$ cat src/rtl/mac_pipe_pkg.sv
package mac_pipe_pkg;

  function automatic int unsigned prod_width(input int unsigned w);
    return 2 * w;
  endfunction

  // one extra bit absorbs the carry of product + addend
  function automatic int unsigned res_width(input int unsigned w);
    return 2 * w + 1;
  endfunction

endpackage

$ cat src/rtl/mac_pipe_opnd.sv
module mac_pipe_opnd #(
  parameter int unsigned W = 8
) (
  input  logic         clk_i,
  input  logic         rst_ni,
  input  logic         valid_i,
  input  logic [W-1:0] a_i,
  input  logic [W-1:0] b_i,
  output logic         valid_o,
  output logic [W-1:0] a_o,
  output logic [W-1:0] b_o
);

  logic         vld_q;
  logic [W-1:0] a_q, b_q;

  always_ff @(posedge clk_i or negedge rst_ni) begin
    if (!rst_ni) vld_q <= 1'b0;
    else         vld_q <= valid_i;
  end

  always_ff @(posedge clk_i) begin
    if (valid_i) begin
      a_q <= a_i;
      b_q <= b_i;
    end
  end

  assign valid_o = vld_q;
  assign a_o     = a_q;
  assign b_o     = b_q;

endmodule

$ cat src/rtl/mac_pipe_mul.sv
module mac_pipe_mul
  import mac_pipe_pkg::*;
#(
  parameter int unsigned W  = 8,
  localparam int unsigned PW = prod_width(W)
) (
  input  logic          clk_i,
  input  logic          rst_ni,
  input  logic          valid_i,
  input  logic [W-1:0]  a_i,
  input  logic [W-1:0]  b_i,
  input  logic [W-1:0]  c_i,
  output logic          valid_o,
  output logic [PW-1:0] prod_o,
  output logic [W-1:0]  c_o
);

  logic          vld_q;
  logic [PW-1:0] prod_q;
  logic [W-1:0]  c_q;

  always_ff @(posedge clk_i or negedge rst_ni) begin
    if (!rst_ni) vld_q <= 1'b0;
    else         vld_q <= valid_i;
  end

  always_ff @(posedge clk_i) begin
    if (valid_i) begin
      prod_q <= PW'(a_i) * PW'(b_i);
      c_q    <= c_i;
    end
  end

  assign valid_o = vld_q;
  assign prod_o  = prod_q;
  assign c_o     = c_q;

endmodule

$ cat src/rtl/mac_pipe_add.sv
module mac_pipe_add
  import mac_pipe_pkg::*;
#(
  parameter int unsigned W  = 8,
  localparam int unsigned PW = prod_width(W),
  localparam int unsigned RW = res_width(W)
) (
  input  logic          clk_i,
  input  logic          rst_ni,
  input  logic          valid_i,
  input  logic [PW-1:0] prod_i,
  input  logic [W-1:0]  c_i,
  output logic          valid_o,
  output logic [RW-1:0] sum_o
);

  logic          vld_q;
  logic [RW-1:0] sum_q;

  always_ff @(posedge clk_i or negedge rst_ni) begin
    if (!rst_ni) vld_q <= 1'b0;
    else         vld_q <= valid_i;
  end

  // load only for real items so the output holds between results
  always_ff @(posedge clk_i) begin
    if (valid_i) sum_q <= RW'(prod_i) + RW'(c_i);
  end

  assign valid_o = vld_q;
  assign sum_o   = sum_q;

endmodule

$ cat src/rtl/mac_pipe.sv
module mac_pipe
  import mac_pipe_pkg::*;
#(
  parameter int unsigned W      = 8,
  parameter bit          C_LATE = 1'b1,
  localparam int unsigned PW    = prod_width(W),
  localparam int unsigned RW    = res_width(W)
) (
  input  logic          clk_i,
  input  logic          rst_ni,
  input  logic          valid_i,
  input  logic [W-1:0]  a_i,
  input  logic [W-1:0]  b_i,
  input  logic [W-1:0]  c_i,
  output logic          valid_o,
  output logic [RW-1:0] result_o
);

  logic          s1_vld, s2_vld;
  logic [W-1:0]  s1_a, s1_b;
  logic [W-1:0]  s2_c_in, s2_c;
  logic [PW-1:0] s2_prod;

  mac_pipe_opnd #(.W(W)) u_opnd (
    .clk_i   (clk_i),
    .rst_ni  (rst_ni),
    .valid_i (valid_i),
    .a_i     (a_i),
    .b_i     (b_i),
    .valid_o (s1_vld),
    .a_o     (s1_a),
    .b_o     (s1_b)
  );

  generate
    if (C_LATE) begin : g_c_late
      // addend arrives with the product stage, no local storage
      assign s2_c_in = c_i;
    end else begin : g_c_aligned
      logic [W-1:0] c_dly_q;
      always_ff @(posedge clk_i) begin
        if (valid_i) c_dly_q <= c_i;
      end
      assign s2_c_in = c_dly_q;
    end
  endgenerate

  mac_pipe_mul #(.W(W)) u_mul (
    .clk_i   (clk_i),
    .rst_ni  (rst_ni),
    .valid_i (s1_vld),
    .a_i     (s1_a),
    .b_i     (s1_b),
    .c_i     (s2_c_in),
    .valid_o (s2_vld),
    .prod_o  (s2_prod),
    .c_o     (s2_c)
  );

  mac_pipe_add #(.W(W)) u_add (
    .clk_i   (clk_i),
    .rst_ni  (rst_ni),
    .valid_i (s2_vld),
    .prod_i  (s2_prod),
    .c_i     (s2_c),
    .valid_o (valid_o),
    .sum_o   (result_o)
  );

endmodule

$ cat config.mk
export PLATFORM = sky130hd
export DESIGN_NAME = mac_pipe
export DESIGN_NICKNAME = d
export VERILOG_FILES = /design/src/rtl/mac_pipe_pkg.sv /design/src/rtl/mac_pipe_opnd.sv /design/src/rtl/mac_pipe_mul.sv /design/src/rtl/mac_pipe_add.sv /design/src/rtl/mac_pipe.sv
export SDC_FILE = /design/constraint.sdc
export NUM_CORES = 1
export LEC_CHECK = 0
export BUFFER_PORTS_ARGS = -buffer_cell sky130_fd_sc_hd__buf_2
export CAP_MARGIN = 20
export CORE_UTILIZATION = 62
export DETAILED_ROUTE_END_ITERATION = 12
export HOLD_SLACK_MARGIN = 0.12
export PLACE_DENSITY = 0.83
export SETUP_SLACK_MARGIN = 0.5
export SLEW_MARGIN = 25
export SYNTH_ARGS = -nofsm -noshare
export SYNTH_HDL_FRONTEND = slang
export SYNTH_SLANG_ARGS = --single-unit
$ cat constraint.sdc
create_clock -name clk_i -period 9.7 [get_ports clk_i]
set_clock_uncertainty 0.05 [all_clocks]
set_input_delay 0.97 -clock clk_i [delete_from_list [all_inputs] [get_ports clk_i]]
set_output_delay 0.97 -clock clk_i [all_outputs]
set_load 0.03 [all_outputs]
==> results of run 1 <==
-- per-layer routing --
layer / track usage [%] / share of wire, %
met2: 38.3 / 50
met1: 25.1 / 44
met3: 5.33 / 3.3
met5: 0 / 0
met4: 9.85 / 2.3
-- layout make-up --
class                           count  area share [%]
Clock inverter                      5           0.607
Clock buffer                       10            2.58
Multi-Input combinational cell    264            49.7
Sequential cell                    60            36.1
Tap cell                           96            2.43
Inverter                           55            4.17
Timing Repair Buffer               44            4.45
-- registers in the layout, indices dropped and copies added, names as in the netlist --
signal,count
u_add.sum_o,17
u_mul.prod_o,16
u_mul.c_o,8
u_opnd.b_o,8
u_opnd.a_o,8
u_opnd.valid_o,1
u_mul.valid_o,1
u_add.valid_o,1
-- power groups by stage --
stage,registers [mW],logic (mW),clock network [mW]
floorplan,0.467,0.527,0
global placement,0.423,0.686,0
detailed placement,0.426,0.709,0
CTS,0.421,0.716,0.187
global route,0.431,0.818,0.194
finish,0.422,0.714,0.182
-- cell families (layout without fill, tap and decap cells) --
kind of cell               Yosys count  in the layout  synth area share (%)
xor gates and xnor gates            18             18                  3.54
adders and majority gates           81             81                  29.0
AOI/OAI and AO/OA                   49             49                  8.46
buffers and inverters               55            114                  4.64
and+or+nand+nor                    116            116                  14.2
DFF                                 60             60                  40.1
-- cells in the final DEF (no fill, tap or decap), drive strengths merged, types with 10 or more instances in the layout --
cell    Yosys  final
fa         37     37
a21oi      10     10
buf         0     44
nor2       11     11
edfxtp     57     57
xnor2      11     11
inv        55     55
clkbuf      0     10
nand2      24     24
ha         44     44
and2       54     54
-- worst paths after layout --
check	start	to	slack [ns]	depth (start not counted)
max in group asynchronous	rst_ni	u_add.valid_o$_DFF_PN0_	9.13	1
min reg2reg	u_mul.c_o[0]$_DFFE_PP_	u_add.sum_o[0]$_DFFE_PP_	0.49	1
min in group clk_i	u_mul.c_o[0]$_DFFE_PP_	u_add.sum_o[0]$_DFFE_PP_	0.49	1
max reg2reg	u_opnd.a_o[1]$_DFFE_PP_	u_mul.prod_o[14]$_DFFE_PP_	5.28	13
max	u_opnd.a_o[1]$_DFFE_PP_	u_mul.prod_o[14]$_DFFE_PP_	5.28	13
min	rst_ni	u_mul.valid_o$_DFF_PN0_	0.36	1
-- worst max-delay path, stage by stage (launching register included) --
cell and delay [ns]:
edfxtp_1 0.47, and2_1 0.22, fa_1 0.50, fa_1 0.52, fa_1 0.54, inv_1 0.05
fa_1 0.52, inv_1 0.04, ha_1 0.27, or2_1 0.28, a211o_1 0.23, a31oi_1 0.22
o21ai_1 0.10, xor2_1 0.14
==> flow_metrics.env, run 1 <==
export IMPL_die_w_um=86.7
export IMPL_final_period_minus_worst_setup_slack_ns=4.42
export IMPL_ios=45
export IMPL_die_y_um=86.7
export IMPL_maxSlewViolCount=0
export IMPL_worstPathArrival_ns=4.46
export IMPL_hpwlAfterDp_um=5630
export IMPL_worst_setup_path_type="reg2reg"
export IMPL_track_usage_pct=21.7
export IMPL_avgSynthCellArea_sq_um=11.7
export IMPL_port_buffers=44
export IMPL_ff_latch_area_sq_mm=0.00179
export IMPL_clockBufferDepth=2
export IMPL_switching_share_pct=41.2
export IMPL_syn_inst=379
export IMPL_fin_crit_sh_pct=45.5
export IMPL_power_switching_uw=542
export IMPL_fin_cells=534
export IMPL_synth_top_cell_by_area="edfxtp_1"
export IMPL_synthMostInstantiatedCell="edfxtp_1"
export IMPL_required_ns=9.74
export IMPL_rsz0062_at_grt="no"
export IMPL_comb_power_share_pct=54.2
export IMPL_fmax_mhz=226
export IMPL_synth_edf_count=57
export IMPL_row_count=30
export IMPL_area_growth_pct=11.2
export IMPL_fin_setup_tns_ns=0
export IMPL_cts_sinks=60
export IMPL_synthArstFlopShare_pct=5.00
export IMPL_synthFlopType="edfxtp_1"
export IMPL_pwr_share_seq_pct=32.0
export IMPL_post_place_cells=519
export IMPL_ctsResizeCount=0
export IMPL_dp_slack_ns=5.27
export IMPL_syn_nets=487
export IMPL_cts_root_buf="clkbuf_8"
export IMPL_synth_area_sq_mm=0.00445
export IMPL_synth_common_cells="edfxtp_1 (57), inv_1 (55), and2_1 (54)"
export IMPL_grt_pass1_wl_um=12300
export IMPL_slew_headroom_pct=36.6
export IMPL_grt_pass1_vias=2885
export IMPL_start_util_pct=64.8
export IMPL_ys_seq_area_share_pct=40.1
export IMPL_die_area_sq_mm=0.00752
export IMPL_placed_cell_area_sq_mm=0.00479
export IMPL_cp_max_fo=8
export IMPL_p_total_mw=1.32
export IMPL_yosysTopAreaCellShare_pct=38.5
export IMPL_grt_antenna_before_repair=0
export IMPL_clk_pin_slew_worst_paths_ns=0.06
export IMPL_cts_setup_buffers=0
export IMPL_remaining_drc_errors=0
export IMPL_p_leak_nw=2.24
export IMPL_peakVddDrop_mv=0.144
export IMPL_fill_cells=472
export IMPL_grt_start_max_net_pins=26
export IMPL_vias=2818
export IMPL_internal_power_uw=775
export IMPL_crit_path_end_kind="flop"
export IMPL_outcome="complete, no violations"
export IMPL_core_area_sq_mm=0.00687
export IMPL_globalRouteOverflowTotal=0
export IMPL_num_antenna_cells=0
export IMPL_wire_per_inst_um=13.0
export IMPL_final_cell_area_sq_mm=0.00495
export IMPL_dr_pass1_iters=4
export IMPL_cts_tree="yes"
export IMPL_multi_input_area_sq_mm=0.00246
export IMPL_clk_latency_ns=0.34
export IMPL_power_density_mw_per_mm2=266
export IMPL_final_layout_size_suffix_gt1_share_pct=14.4
export IMPL_ant_nets=0
export IMPL_worstSetupStartpointType="flop"
export IMPL_worst_pin_slew_ns=0.952
export IMPL_p_clk_share_pct=13.8
export IMPL_max_cap_violations=0
export IMPL_layout_nets=542
export IMPL_ys_top_cells_by_area="edfxtp_1 (38%), fa_1 (17%), ha_1 (12%)"
export IMPL_setup_ws_ns=5.28
export IMPL_ys_warn_count=0
export IMPL_hold_viol=0
export IMPL_cts_made_buffers=9
export IMPL_ctsHoldBuffers=0
export IMPL_htreeDepth=3
export IMPL_place_gp_congestion=0.892
export IMPL_synth_ff_latch_count=60
export IMPL_viasPerCell=5.28
export IMPL_hp_class="in2async"
export IMPL_post_route_util_pct=72.0
export IMPL_setup_viol=0
export IMPL_yosysUniqueCellTypes=36
export IMPL_wl_um=6950
export IMPL_drt_iter0_drc=103
export IMPL_whs_ns=0.359
(Power assumes the default switching activity.)
==> run 2, diff against run 1 <==
--- a/config.mk
+++ b/config.mk
@@ -7,10 +7,10 @@
 export LEC_CHECK = 0
 export BUFFER_PORTS_ARGS = -buffer_cell sky130_fd_sc_hd__buf_2
 export CAP_MARGIN = 20
-export CORE_UTILIZATION = 62
+export CORE_UTILIZATION = 60
 export DETAILED_ROUTE_END_ITERATION = 12
 export HOLD_SLACK_MARGIN = 0.12
-export PLACE_DENSITY = 0.83
+export PLACE_DENSITY = 0.81
 export SETUP_SLACK_MARGIN = 0.5
 export SLEW_MARGIN = 25
 export SYNTH_ARGS = -nofsm -noshare
==> constraint.sdc (replaced) <==
create_clock -name clk_i -period 4.3 [get_ports clk_i]
set_clock_uncertainty 0.05 [all_clocks]
set_input_delay 0.43 -clock clk_i [delete_from_list [all_inputs] [get_ports clk_i]]
set_output_delay 0.43 -clock clk_i [all_outputs]
set_load 0.03 [all_outputs]
==> run 2 against run 1 <==
Design area increased by 8.7%. First-iteration DRC count is 8.7% higher. Non-clock buffer count is 25 higher.
==> flow_metrics.env, run 2 (same netlist as run 1, synthesis figures left out) <==
export IMPL_whs_ns=0.220
export IMPL_hpwlAfterDp_um=5770
export IMPL_layout_common_cells="edfxtp_1 (57), inv_1 (51), buf_2 (44), and2_1 (40), ha_1 (36)"
export IMPL_remaining_drc_errors=0
export IMPL_peakVddDrop_mv=0.312
export IMPL_grt_antenna_before_repair=0
export IMPL_crit_path_end_kind="flop"
export IMPL_worst_pin_slew_ns=0.984
export IMPL_wire_per_inst_um=14.1
export IMPL_max_cap_violations=0
export IMPL_die_area_sq_mm=0.00777
export IMPL_required_ns=4.33
export IMPL_grt_pass1_vias=3001
export IMPL_worstSetupStartpointType="flop"
export IMPL_core_area_sq_mm=0.00721
export IMPL_outcome="complete, no violations"
export IMPL_slew_headroom_pct=34.4
export IMPL_setup_viol=0
export IMPL_clk_latency_ns=0.33
export IMPL_cts_sinks=60
export IMPL_layout_commonest_cell="edfxtp_1"
export IMPL_grt_pass1_wl_um=13300
export IMPL_viasPerCell=5.34
export IMPL_clockBufferDepth=2
export IMPL_worst_setup_path_type="reg2reg"
export IMPL_drt_iter0_drc=112
export IMPL_globalRouteOverflowTotal=0
export IMPL_num_antenna_cells=0
export IMPL_ios=45
export IMPL_largest_reg_flops=17
export IMPL_fin_crit_sh_pct=96.0
export IMPL_track_usage_pct=23.4
export IMPL_cts_root_buf="clkbuf_8"
export IMPL_worstPathArrival_ns=4.16
export IMPL_dr_pass1_iters=4
export IMPL_ant_nets=0
export IMPL_fin_setup_tns_ns=0
export IMPL_die_w_um=88.1
export IMPL_hp_class="in2reg"
export IMPL_r2r_slack_ns=0.17
export IMPL_p_total_mw=3.52
export IMPL_clk_pin_slew_worst_paths_ns=0.06
export IMPL_fmax_mhz=242
export IMPL_htreeDepth=3
export IMPL_row_count=31
export IMPL_rsz0062_at_grt="yes"
export IMPL_cts_made_buffers=9
export IMPL_final_period_minus_worst_setup_slack_ns=4.13
export IMPL_grt_start_max_net_pins=26
export IMPL_start_util_pct=61.7
export IMPL_final_layout_size_suffix_gt1_share_pct=28.7
export IMPL_wl_um=7930
export IMPL_maxSlewViolCount=0
export IMPL_power_density_mw_per_mm2=655
export IMPL_die_y_um=88.1
export IMPL_place_gp_congestion=0.914
export IMPL_vias=3009
export IMPL_port_buffers=44
export IMPL_hold_viol=0
export IMPL_p_leak_nw=2.38
export IMPL_area_growth_pct=20.8
export IMPL_cts_tree="yes"
export IMPL_layout_nets=567
export IMPL_cp_max_fo=8
-- run 2: cell types whose count changed in the layout (fill, tap and decap cells not counted), moves of 4 or more --
cell | before | now
and2_1 | 54 | 40
and2_4 | 0 | 14
buf_4 | 0 | 21
fa_1 | 37 | 33
fa_2 | 0 | 4
ha_1 | 44 | 36
ha_4 | 0 | 7
inv_1 | 55 | 51
inv_2 | 0 | 4
nand2_1 | 24 | 20
nand2_2 | 0 | 4
-- run 2: final cells by class --
class / count / area, sq um
Multi-Input combinational cell: 264 / 2680
Fill cell: 483 / 1840
Sequential cell: 60 / 1790
Timing Repair Buffer: 69 / 422
Inverter: 55 / 206
Clock buffer: 11 / 131
Tap cell: 99 / 124
Clock inverter: 5 / 28.8
-- run 2: final timing paths --
check	start	endpoint	cells after the start
hold reg to reg	u_mul.c_o[0]$_DFFE_PP_	u_add.sum_o[0]$_DFFE_PP_	1
min in group asynchronous	rst_ni	u_opnd.valid_o$_DFF_PN0_	2
setup / recovery	u_opnd.b_o[3]$_DFFE_PP_	u_mul.prod_o[14]$_DFFE_PP_	13
max in group asynchronous	rst_ni	u_mul.valid_o$_DFF_PN0_	2
setup reg to reg	u_opnd.b_o[3]$_DFFE_PP_	u_mul.prod_o[14]$_DFFE_PP_	13
hold / removal	a_i[3]	u_opnd.a_o[3]$_DFFE_PP_	1
-- run 2: what timing repair did --
item                                    CTS  global route
gates cloned                              0             0
hold buffers                              1             0
endpoints found under the hold margin     3             0
resized for setup                        31            10
pin swaps                                33             9
buffers inserted                         19             1
endpoints found under the setup margin    8             9
-- run 2: layer usage --
layer	up-vias	wire length (um)	share of wire (%)	GRT usage (%)
met4	0	170	2.1	11.3
met3	19	358	4.5	5.75
met5	-	0	0	0
met2	104	4180	53	41.8
li1	1454	-	-	-
met1	1432	3220	41	26.1
-- run 2: worst max-delay path: stages, from the launching register on --
cell and delay, ns:
edfxtp_1 0.51, and2_1 0.24, fa_1 0.53, fa_1 0.43, fa_1 0.49, inv_1 0.05
fa_1 0.48, inv_2 0.04, ha_4 0.16, or2_4 0.25, a211o_1 0.26, a31oi_2 0.16
o21ai_1 0.09, xor2_1 0.14
-- run 2: metrics by stage --
step	utilization, %	instances	setup slack (ns)	instance area [sq um]
2_1_floorplan	-	379	0.261	4520
3_5_place_dp	67.8	526	0.0666	4890
3_3_place_gp	67.8	526	0.112	4890
4_1_cts	73.9	562	0.214	5330
5_1_grt	74.5	563	0.0413	5380
6_report	74.5	563	0.173	5380
-- run 2: power by group --
group          internal, mW  leakage (nW)  total, mW  switching, mW
Sequential            0.871         0.594      0.948         0.0770
Clock                 0.205        0.0784      0.404          0.200
Combinational          1.01          1.71       2.17           1.16
